<file path="src/rtl/ci_channel_handler.sv">
module ci_channel_handler #(
  parameter int W0 = 4,
  parameter int W1 = 6,
  parameter int W1_NARROW = 4
) (
  input  logic          clk,
  input  logic          rst_n,
  input  logic          frame_stb,
  input  logic [W0-1:0] rx0_code,
  input  logic [W1-1:0] rx1_code,
  input  logic          tx0_wr,
  input  logic [W0-1:0] tx0_wdata,
  input  logic          tx1_wr,
  input  logic [W1-1:0] tx1_wdata,
  input  logic          wide_wr,
  input  logic          wide_wdata,
  input  logic          rd0,
  input  logic          rd1,
  output logic [W0-1:0] tx0_code,
  output logic [W1-1:0] tx1_code,
  output logic [W0-1:0] rx0_reg,
  output logic [W1-1:0] rx1_reg,
  output logic          chg0,
  output logic          chg1,
  output logic          irq
);
  localparam logic [W1-1:0] NARROW_MASK = W1'((1 << W1_NARROW) - 1);

  logic [W0-1:0] tx0_q, cand0;
  logic [W1-1:0] tx1_q, mask1;
  logic          wide_q, hit0, hit1;

  assign mask1    = wide_q ? '1 : NARROW_MASK;
  assign tx0_code = tx0_q;
  assign tx1_code = tx1_q | ~mask1;
  assign hit0     = frame_stb && (rx0_code != rx0_reg) && (rx0_code == cand0);
  assign hit1     = frame_stb && ((rx1_code & mask1) != (rx1_reg & mask1));
  assign irq      = chg0 | chg1;

  always_ff @(posedge clk or negedge rst_n) begin
    if (!rst_n) begin
      tx0_q  <= '1;
      tx1_q  <= '1;
      wide_q <= 1'b0;
    end else begin
      if (tx0_wr)  tx0_q  <= tx0_wdata;
      if (tx1_wr)  tx1_q  <= tx1_wdata;
      if (wide_wr) wide_q <= wide_wdata;
    end
  end

  always_ff @(posedge clk or negedge rst_n) begin
    if (!rst_n) begin
      cand0   <= '1;
      rx0_reg <= '1;
      chg0    <= 1'b0;
    end else begin
      if (frame_stb) cand0 <= rx0_code;
      if (hit0) rx0_reg <= rx0_code;
      chg0 <= hit0 | (chg0 & ~rd0);
    end
  end

  always_ff @(posedge clk or negedge rst_n) begin
    if (!rst_n) begin
      rx1_reg <= '1;
      chg1    <= 1'b0;
    end else begin
      if (hit1) rx1_reg <= rx1_code;
      chg1 <= hit1 | (chg1 & ~rd1);
    end
  end
endmodule

</file>
<file path="config.mk">
export PLATFORM = sky130hd
export DESIGN_NAME = ci_channel_handler
export DESIGN_NICKNAME = d
export VERILOG_FILES = /design/src/rtl/ci_channel_handler.sv
export SDC_FILE = /design/constraint.sdc
export NUM_CORES = 1
export LEC_CHECK = 0
export ABC_AREA = 1
export BUFFER_PORTS_ARGS = -buffer_cell sky130_fd_sc_hd__buf_4
export CAP_MARGIN = 20
export CORE_MARGIN = 2
export CORE_UTILIZATION = 40
export CTS_CLUSTER_DIAMETER = 40
export DETAILED_ROUTE_END_ITERATION = 10
export PLACE_DENSITY = 0.77
export SYNTH_ARGS = -nofsm -noshare
export SYNTH_HDL_FRONTEND = slang
export SYNTH_SLANG_ARGS = --single-unit
export TNS_END_PERCENT = 50
</file>
<file path="constraint.sdc">
create_clock -name clk -period 2.2 [get_ports clk]
set_clock_uncertainty 0.1 [all_clocks]
set_input_delay 0.44 -clock clk [delete_from_list [all_inputs] [get_ports clk]]
set_output_delay 0.44 -clock clk [all_outputs]
set_load 0.005 [all_outputs]
</file>
==> results of run 1 <==
==> power groups by stage <==
stage | registers (mW) | clock network [mW] | logic [mW]
after floorplan | 0.680 | 0 | 0.177
after global placement | 0.683 | 0 | 0.345
after detailed placement | 0.686 | 0 | 0.354
after CTS | 0.680 | 0.225 | 0.356
after global routing | 0.693 | 0.235 | 0.397
final | 0.679 | 0.205 | 0.350
==> what timing repair did <==
action                    CTS  global route
hold buffers                1             0
gates resized for setup     0             0
hold endpoints to repair    3             0
==> routing by layer <==
metal  global-route usage [%]  vias to the layer above  wire (µm)
met3                    2.703                        2        120
met4                    4.167                        0         14
met1                    17.90                      519       1208
met5                        0                        -          0
li1                         -                      620          -
met2                    23.66                       28       1238
==> worst max-delay path, delay by kind of cell, from the launching register on <==
kind | cells | cell delay, ps
flip-flops | 1 | 540
buffers and inverters | 2 | 140
AND/OR/NAND/NOR | 1 | 50
==> layout make-up <==
class	count	area, µm²
clock buffers	4	26.28
fillers	340	1513
inverters	27	101.3
multi-input cells	113	540.5
flip-flops and latches	27	705.7
well taps	46	57.56
repair buffers	52	392.9
==> synth_stat cells <==
library cell / instances
mux2_2: 9
nand2_1: 70
dfstp_2: 24
inv_2: 1
nand3_2: 2
o21a_1: 1
buf_4: 4
dfrtp_1: 3
nor2_2: 2
o21ai_0: 5
inv_1: 26
nand3_1: 10
nand3b_1: 1
nand2_2: 1
nor2_1: 10
clkbuf_1: 2
o21ai_1: 2
==> final timing paths <==
path	from	cells past startpoint	slack [ps]	endpoint
max in group asynchronous	rst_n	2	1250	tx0_code[2]$_DFFE_PN1P_
max reg2reg	rx1_reg[2]$_DFFE_PN1P_	7	720	chg1$_DFF_PN0_
min reg2reg	rx1_reg[0]$_DFFE_PN1P_	2	390	rx1_reg[0]$_DFFE_PN1P_
min	rd0	2	170	chg0$_DFF_PN0_
max	tx1_q[5]$_DFFE_PN1P_	3	620	tx1_code[5]
min in group asynchronous	rst_n	2	450	chg0$_DFF_PN0_
==> cells by family (layout without fill, tap and decap cells) <==
group / count (synthesis) / after routing / synth area share [%]
simple gates: 96 / 96 / 28.64
buf+inv: 33 / 83 / 10.03
flops: 27 / 27 / 50.95
mux: 9 / 9 / 7.317
compound gates: 8 / 8 / 3.071
==> per-stage QoR <==
step,instances,cell area [µm²],util [%],hold WS [ps],setup WS [ps]
2_1_floorplan,173,1385,-,44.41,870.3
3_3_place_gp,264,1788,53.58,273.1,720.1
3_5_place_dp,264,1788,53.58,271.2,709.4
4_1_cts,269,1824,54.67,148.2,583.3
5_1_grt,269,1824,54.67,151.1,564.5
6_report,269,1824,54.67,169.3,615.4
==> summary.md, run 1 <==
| Metric | Value |
|---|---|
| Die height | `62.85 µm` |
| Commonest non-fill, non-tap cell in the layout | `nand2_1` |
| Flop pwr share | `~55%` |
| Fin Setup TNS | `0 ps` |
| Sequential share of the synthesized area | `50.95%` |
| Layout cells sized above 1 | `41.70%` |
| Internal Power | `0.8789 mW` |
| Maxcap violations | `0` |
| Max Freq | `about 630 MHz` |
| CP Class | `register to output port` |
| Status | `finished clean` |
| YS warnings | `0` |
| Clk_lat worst skew | `310 ps` |
| Die area | `0.003949 mm²` |
| Mapped Avg Cell Area | `8.006 µm²` |
| Switch share | `28.75%` |
| Clock slew at reported path FFs | `140 ps` |
| Pwr/cell area | `approximately 680 mW/mm²` |
| Leak | `0.9803 nW` |
| Longest Clk Path Bufs | `2` |
| Crit path DAT | `between 1000 and 1500 ps` |
| Initial antenna violation count | `0` |
| Synth cell types | `17` |
| Pin count of the biggest net entering global routing | `28` |
| Final period util | `72.03%` |
| Setup-failing EPs final | `0` |
| Total track usage | `13.90%` |
| Routed Wire Length | `2581 µm` |
| Synth area leader | `dfstp_2` |
| Clock group share of total power | `~17%` |
| Core Region | `0.003337 mm²` |
| Gate power share | `roughly 28%` |
| Number of global-route vias before repair | `1055` |
| Worst Tran Pin Value | `around 330 ps` |
| Clock sinks | `27` |
| Max-slew headroom | `77.87%` |
| Critical path peak fanout | `2` |
| GPL Wtd Cong | `roughly 0.82` |
| CP max stage cell | `dfstp_2` |
| Post-CTS setup buffer count | `0` |
| CTS buffer count | `3` |
| Syn_nets | `~200` |
| FP Rows | `21` |
| Pwr Total | `1.233 mW` |
| Worst path max stage delay | `540 ps` |
| Final ANT Viol Nets | `0` |
| Worst hold path class | `primary input to register` |
| Detail Placement HPWL | `1965 µm` |
| GRT overflow | `0` |
| DR WL/cell | `~9.6 µm` |
| Minimum clock period | `around 1600 ps` |
| Initial Util | `41.51%` |
| Max IR drop VDD | `291.6 µV` |
| Switching pwr | `between 0.3 and 0.4 mW` |
| Leading cell types in the layout, fill and taps excluded | `70 x nand2_1, 51 x buf_4, 26 x inv_1` |
| Root Driver | `clkbuf_4` |
| Initial DRC count | `43` |
| Hold Violations, Final | `0` |
| First-pass GRT wire length | `4450 µm` |
| TritonRoute pass-1 iters | `4` |
| Worst EP required | `1660 ps` |
| #FFs+latches synth | `27` |
| Post-Syn Instances | `173` |
| Startpoint Class | `register` |
| Ant diodes | `0` |
| RSZ-0062 raised after global routing | `false` |
| Fin. max-slew vios | `0` |
| # IOs | `52` |
| IO buf count | `51` |
| Top-area cell type share of the netlist area | `45.53%` |
| Setup crit end kind | `output port` |
| Syn Std Cell Area | `around 0.0014 mm²` |
| Via/cell ratio | `about 4.3` |
| CTS tree | `built` |
| DIE WIDTH | `62.85 µm` |
| Via Count | `1169` |
| Final nets | `253` |
| Crit-path cells | `inv_1, nand2_1, buf_4` |
| Area growth, synth to finish | `31.71%` |
| Drt drc | `0` |
| Synth area leaders | `dfstp_2 46%, nand2_1 19%, mux2_2 7.3%` |
| H-Tree Depth | `1` |
Note: power is estimated with default switching activity, not from simulation.
==> run 2: changes to the inputs <==
PLACE_DENSITY = 0.8   (was 0.77)
clock period = 1.3 ns   (was 2.2 ns; I/O delays follow)
==> run 2 against run 1 <==
  * The run now ends with setup timing left
  * Cell count is 7.1% higher
  * Sequential power is 71% higher
  * Non-clock buffer count increased by 19
  * Utilization grew 10 points
  * Sequential share of layout area is 6.2 points lower
  * Total power grew 93%
  * Design area up 19%
  * Register-to-register slack got worse by 820 ps
  * Critical path type unchanged
  * Critical endpoint is now rx0_reg[1]
  * Largest cell class unchanged
==> summary.md, run 2 (synthesis results as in run 1) <==
| Metric | Value |
|---|---|
| Status | `finished, violations left (was finished clean)` |
| Failing checks | `setup timing` |
| H-Tree Depth | `1 (unchanged)` |
| Minimum clock period | `1431 ps` |
| Crit path buf inv count | `2 (unchanged)` |
| First-pass GRT wire length | `5271 µm (was 4450 µm)` |
| Die height | `62.85 µm (unchanged)` |
| Max-slew headroom | `77.50% (was 77.87%)` |
| Most frequent cell on the critical path | `buf_6` |
| Clk_lat worst skew | `310 ps (about the same)` |
| Initial Util | `41.51% (unchanged)` |
| DR WL/cell | `10.69 µm (was 9.595 µm)` |
| FF-to-FF End | `rx1_reg[2]$_DFFE_PN1P_ (was chg1$_DFF_PN0_)` |
| Area occupied by multi-input gates | `644.4 µm² (was 540.5 µm²)` |
| Register Area | `705.7 µm² (unchanged)` |
| Max IR drop VDD | `649.9 µV (was 291.6 µV)` |
| FF-to-FF setup slack | `-100 ps (was 720 ps)` |
| Clock sinks | `27 (unchanged)` |
| CTS buffer count | `3 (unchanged)` |
| CP max stage cell | `dfstp_2 (unchanged)` |
| Total track usage | `16.50% (was 13.90%)` |
| Hold Path Sink | `tx1_q[4]$_DFFE_PN1P_ (was chg0$_DFF_PN0_)` |
| Drt drc | `0 (unchanged)` |
| Initial antenna violation count | `0 (unchanged)` |
| Startpoint Class | `register (unchanged)` |
| Worst path max stage delay | `570 ps (was 540 ps)` |
| Via Count | `1314 (was 1169)` |
| R2R depth | `9 (was 7)` |
| Pwr Total | `2.383 mW (was 1.233 mW)` |
| Hold Startpoint | `tx1_wdata[4] (was rd0)` |
| Final ANT Viol Nets | `0 (unchanged)` |
| # fillers | `251 (was 340)` |
| TritonRoute pass-1 iters | `4 (unchanged)` |
| Placed cell areas | `0.001848 mm² (was 0.001788 mm²)` |
| Fin. max-slew vios | `0 (unchanged)` |
| Ant diodes | `0 (unchanged)` |
| Setup crit start | `rx0_reg[1]$_DFFE_PN1P_ (was tx1_q[5]$_DFFE_PN1P_)` |
| Setup ws final | `-131.0 ps (was 615.4 ps)` |
| Detail Placement HPWL | `2049 µm (was 1965 µm)` |
| FP Rows | `21 (unchanged)` |
| # IOs | `52 (unchanged)` |
| Crit path DAT | `1070 ps (was 1040 ps)` |
| Routed Wire Length | `3078 µm (was 2581 µm)` |
| Worst hold path class | `primary input to register (unchanged)` |
| Area growth, synth to finish | `56.91% (was 31.71%)` |
| Worst EP required | `940 ps (was 1660 ps)` |
| Critical path peak fanout | `3 (was 2)` |
| Worst Tran Pin Value | `337.5 ps (was 331.9 ps)` |
| Setup crit end kind | `output port (unchanged)` |
| RR Startpoint | `rx1_reg[2]$_DFFE_PN1P_ (unchanged)` |
| Pin count of the biggest net entering global routing | `28 (unchanged)` |
| Crit-path cells | `buf_6, buf_6 (was inv_1, nand2_1, buf_4)` |
| Final nets | `272 (was 253)` |
| Fin Hold WS | `50.96 ps (was 169.3 ps)` |
| Clock slew at reported path FFs | `140 ps (about the same)` |
| Longest Clk Path Bufs | `2 (unchanged)` |
| Final period util | `110.1%` |
| Root Driver | `clkbuf_4 (unchanged)` |
| Leading cell types in the layout, fill and taps excluded | `58 x nand2_1, 42 x buf_4, 26 x buf_6 (was 70 x nand2_1, 51 x buf_4, 26 x inv_1)` |
| Layout cells sized above 1 | `58.26% (was 41.70%)` |
| DIE WIDTH | `62.85 µm (unchanged)` |
| Fin Setup TNS | `-2235 ps (was 0 ps)` |
| Commonest non-fill, non-tap cell in the layout | `nand2_1 (unchanged)` |
| Initial DRC count | `30 (was 43)` |
| CTS tree | `built (unchanged)` |
| Via/cell ratio | `4.563 (was 4.346)` |
| Max Freq | `698.8 MHz` |
| Pwr/cell area | `1097 mW/mm² (was 676.2 mW/mm²)` |
| GPL Wtd Cong | `0.7876 (was 0.8198)` |
| Core Region | `0.003337 mm² (unchanged)` |
| RSZ-0062 raised after global routing | `true (was false)` |
| Hold path depth | `3 (was 2)` |
| Crit path max-delay family | `flip-flops (unchanged)` |
| GRT overflow | `0 (unchanged)` |
| Setup-failing EPs final | `33 (was 0)` |
| Final design utilization | `65.13% (was 54.67%)` |
| Hold Violations, Final | `0 (unchanged)` |
| Leak | `1.113 nW (was 0.9803 nW)` |
| IO buf count | `51 (unchanged)` |
| Die area | `0.003949 mm² (unchanged)` |
| Final instance area | `0.002173 mm² (was 0.001824 mm²)` |
| Maxcap violations | `0 (unchanged)` |
| CP Class | `register to output port (unchanged)` |
| Number of global-route vias before repair | `1249 (was 1055)` |
run 2: worst max-delay path by stage:
stage                        endpoint  slack (ps)  cells past startpoint
2_1_floorplan          chg1$_DFF_PN0_         -30                      7
3_3_place_gp           chg1$_DFF_PN0_         -50                      7
3_5_place_dp   rx1_reg[3]$_DFFE_PN1P_         -50                      8
4_1_cts                    rx0_reg[1]        -140                      2
5_1_grt        rx1_reg[3]$_DFFE_PN1P_        -200                      8
6_report                   rx0_reg[1]        -130                      2
run 2: worst reg2reg max path, cell delays in order, from the launching register on:
cell	delay, ps
dfstp_2	570
buf_6	100
buf_6	90
nand2_4	40
nand2_2	50
nor2_2	40
nand3_2	110
buf_6	140
nand3_2	60
nand2_2	60
run 2: per-layer routing:
layer	global-route usage, %	part of all wire (%)	vias to the layer above
met5	0	0	-
met4	4.167	0.45	0
met3	1.982	3.9	2
met2	31.18	54	37
met1	19.70	42	615
li1	-	-	660
run 2: timing repair:
action | CTS | global route
hold buffers | 3 | 0
hold endpoints to repair | 5 | 0
gates resized for setup | 33 | 29
pin swaps | 12 | 14
cloned | 0 | 0
setup endpoints to repair | 33 | 33
setup buffers | 6 | 3
run 2: through the flow:
stage / worst slack (ps) / std cells
2_1_floorplan: -25.21 / 173
3_3_place_gp: -45.68 / 272
3_5_place_dp: -50.55 / 272
4_1_cts: -142.7 / 285
5_1_grt: -197.5 / 288
6_report: -131.0 / 288
run 2: area by class of cell:
class	instances	area share, %
Timing Repair Buffer	71	29.36
Clock buffer	4	1.209
Sequential cell	27	32.47
Tap cell	46	2.648
Inverter	27	4.663
Multi-Input combinational cell	113	29.65
run 2: power by group:
part	total, mW	switching [mW]	internal, mW	leakage, nW
clock	0.363	0.243	0.120	0.0150
sequential	1.16	0.111	1.05	0.288
combinational	0.862	0.363	0.498	0.810
==> run 3: changes to the inputs <==
CAP_MARGIN = 15   (was 20)
HOLD_SLACK_MARGIN = 0.12   (was default)
==> run 3 against run 2 <==
  * The run still ends with setup timing left
  * First-iteration DRC count shrank 33%
  * Sequential cell count is the same
  * Critical path depth is the same
  * Maximum frequency shrank 0.72%
  * Clock power is essentially flat
  * Utilization grew 6.0 points
  * Via count grew 4.7%
  * Design area grew 9.3%
  * Combinational power grew 2.7%
==> summary.md, run 3 (synthesis results as in run 1) <==
| Metric | Value |
|---|---|
| Status | `finished, violations left (unchanged)` |
| Failing checks | `setup timing (unchanged)` |
| Setup ws final | `-141.4 ps (was -131.0 ps)` |
| Worst hold path class | `primary input to register (unchanged)` |
| GRT overflow | `0 (unchanged)` |
| CTS buffer count | `3 (unchanged)` |
| Final nets | `296 (was 272)` |
| Met3 Track Usage GR | `2.162% (was 1.982%)` |
| GRT met2 Usage | `35.35% (was 31.18%)` |
| Commonest non-fill, non-tap cell in the layout | `nand2_1 (unchanged)` |
| Ant diodes | `0 (unchanged)` |
| Layout cells sized above 1 | `49.25% (was 58.26%)` |
| Maxcap violations | `0 (unchanged)` |
| Clock sinks | `27 (unchanged)` |
| Area growth, synth to finish | `71.45% (was 56.91%)` |
| GPL Wtd Cong | `0.7876 (unchanged)` |
| Hold Violations, Final | `0 (unchanged)` |
| FP Rows | `21 (unchanged)` |
| Max Freq | `693.8 MHz (was 698.8 MHz)` |
| Clock slew at reported path FFs | `150 ps (was 140 ps)` |
| IO buf count | `51 (unchanged)` |
| Pin count of the biggest net entering global routing | `28 (unchanged)` |
| Grt met1 use | `21.53% (was 19.70%)` |
| Routed Wire Length | `3393 µm (was 3078 µm)` |
| Setup-failing EPs final | `33 (unchanged)` |
| Crit path DAT | `1080 ps (was 1070 ps)` |
| Clk_lat worst skew | `320 ps (was 310 ps)` |
| Final Non-Filler Cells | `312 (was 288)` |
| Root Driver | `clkbuf_4 (unchanged)` |
| TritonRoute pass-1 iters | `6 (was 4)` |
| Final period util | `110.9% (was 110.1%)` |
| Longest Clk Path Bufs | `2 (unchanged)` |
| Fin Setup TNS | `-2520 ps (was -2235 ps)` |
| Fin. max-slew vios | `0 (unchanged)` |
| Minimum clock period | `1441 ps (was 1431 ps)` |
| Die area | `0.003949 mm² (unchanged)` |
| Initial antenna violation count | `0 (unchanged)` |
| Startpoint Class | `register (unchanged)` |
| Final design utilization | `71.17% (was 65.13%)` |
| Pwr Total | `2.403 mW (was 2.383 mW)` |
| Fin Hold WS | `213.3 ps (was 50.96 ps)` |
| CTS tree | `built (unchanged)` |
| Max-slew headroom | `76.92% (was 77.50%)` |
| Core Region | `0.003337 mm² (unchanged)` |
| Leak | `1.209 nW (was 1.113 nW)` |
| Placed cells | `272 (unchanged)` |
| First-pass GRT wire length | `5851 µm (was 5271 µm)` |
| RSZ-0062 raised after global routing | `true (unchanged)` |
| Via Count | `1376 (was 1314)` |
| Number of global-route vias before repair | `1386 (was 1249)` |
| Critical path peak fanout | `2 (was 3)` |
| DIE WIDTH | `62.85 µm (unchanged)` |
| GR peak layer | `met2 (unchanged)` |
| Final ANT Viol Nets | `0 (unchanged)` |
| Die height | `62.85 µm (unchanged)` |
| CP Class | `register to output port (unchanged)` |
| Initial Util | `41.51% (unchanged)` |
| Worst EP required | `940 ps (about the same)` |
| Initial DRC count | `20 (was 30)` |
| Setup crit end kind | `output port (unchanged)` |
| Max IR drop VDD | `673.9 µV (was 649.9 µV)` |
| Drt drc | `0 (unchanged)` |
| Leading cell types in the layout, fill and taps excluded | `61 x nand2_1, 42 x buf_4, 28 x dlygate4sd3_1 (was 58 x nand2_1, 42 x buf_4, 26 x buf_6)` |
| DR WL/cell | `10.88 µm (was 10.69 µm)` |
| Detail Placement HPWL | `2049 µm (unchanged)` |
| Worst Tran Pin Value | `346.2 ps (was 337.5 ps)` |
| H-Tree Depth | `1 (unchanged)` |
| Via/cell ratio | `4.410 (was 4.563)` |
| Pwr/cell area | `1012 mW/mm² (was 1097 mW/mm²)` |
| Total track usage | `18.34% (was 16.50%)` |
| # IOs | `52 (unchanged)` |
-- run 3: path summary, 6_finish.rpt --
| kind | from | end | slack [ps] | depth (start not counted) |
|---|---|---|---|---|
| max in group asynchronous | rst_n | tx0_code[2]$_DFFE_PN1P_ | 510 | 2 |
| worst max-delay path | rx1_reg[2]$_DFFE_PN1P_ | rx1_reg[2] | -140 | 2 |
| worst max register to register | rx1_reg[2]$_DFFE_PN1P_ | rx1_reg[2]$_DFFE_PN1P_ | -140 | 9 |
| worst min-delay path | rx0_code[0] | cand0[0]$_DFFE_PN1P_ | 210 | 4 |
| worst min register to register | rx1_reg[4]$_DFFE_PN1P_ | rx1_reg[4]$_DFFE_PN1P_ | 400 | 2 |
| min in group asynchronous | rst_n | wide_q$_DFFE_PN0P_ | 280 | 2 |
-- run 3: worst max-delay path, cell delays in order (launching register included) --
cell and delay, ps:
dfstp_2 580, buf_6 100, buf_6 80
-- run 3: layout make-up --
class	instances	area [µm²]
clock buffer	4	26.28
fill	237	962.2
inverter	27	101.3
multi-input combinational	113	606.8
sequential	27	705.7
tap	46	57.56
timing repair buffer	95	877.1
-- run 3: metal layers --
| metal | vias to the layer above | share of wire (%) |
|---|---|---|
| li1 | 707 | - |
| met1 | 636 | 43 |
| met2 | 31 | 54 |
| met3 | 2 | 3.0 |
| met4 | 0 | 0.41 |
| met5 | - | 0 |
-- run 3: per-stage QoR --
step	cell area, µm²	worst slack, ps
floorplan	1385	-25.21
global placement	1848	-45.68
detailed placement	1848	-50.55
CTS	2308	-142.7
global route	2375	-210.6
finish	2375	-141.4
-- run 3: repair_timing --
item,4_1_cts,5_1_grt
endpoints found under the setup margin,33,33
setup buffers,6,2
pin swaps,12,13
resized for setup,33,17
hold endpoints to repair,54,0
hold buffers,28,0
-- run 3: power breakdown --
| group | internal [mW] | switching [mW] | total (mW) |
|---|---|---|---|
| Sequential | 1.05 | 0.108 | 1.16 |
| Clock | 0.120 | 0.243 | 0.363 |
| Combinational | 0.530 | 0.354 | 0.885 |
| Total | 1.70 | 0.705 | 2.40 |
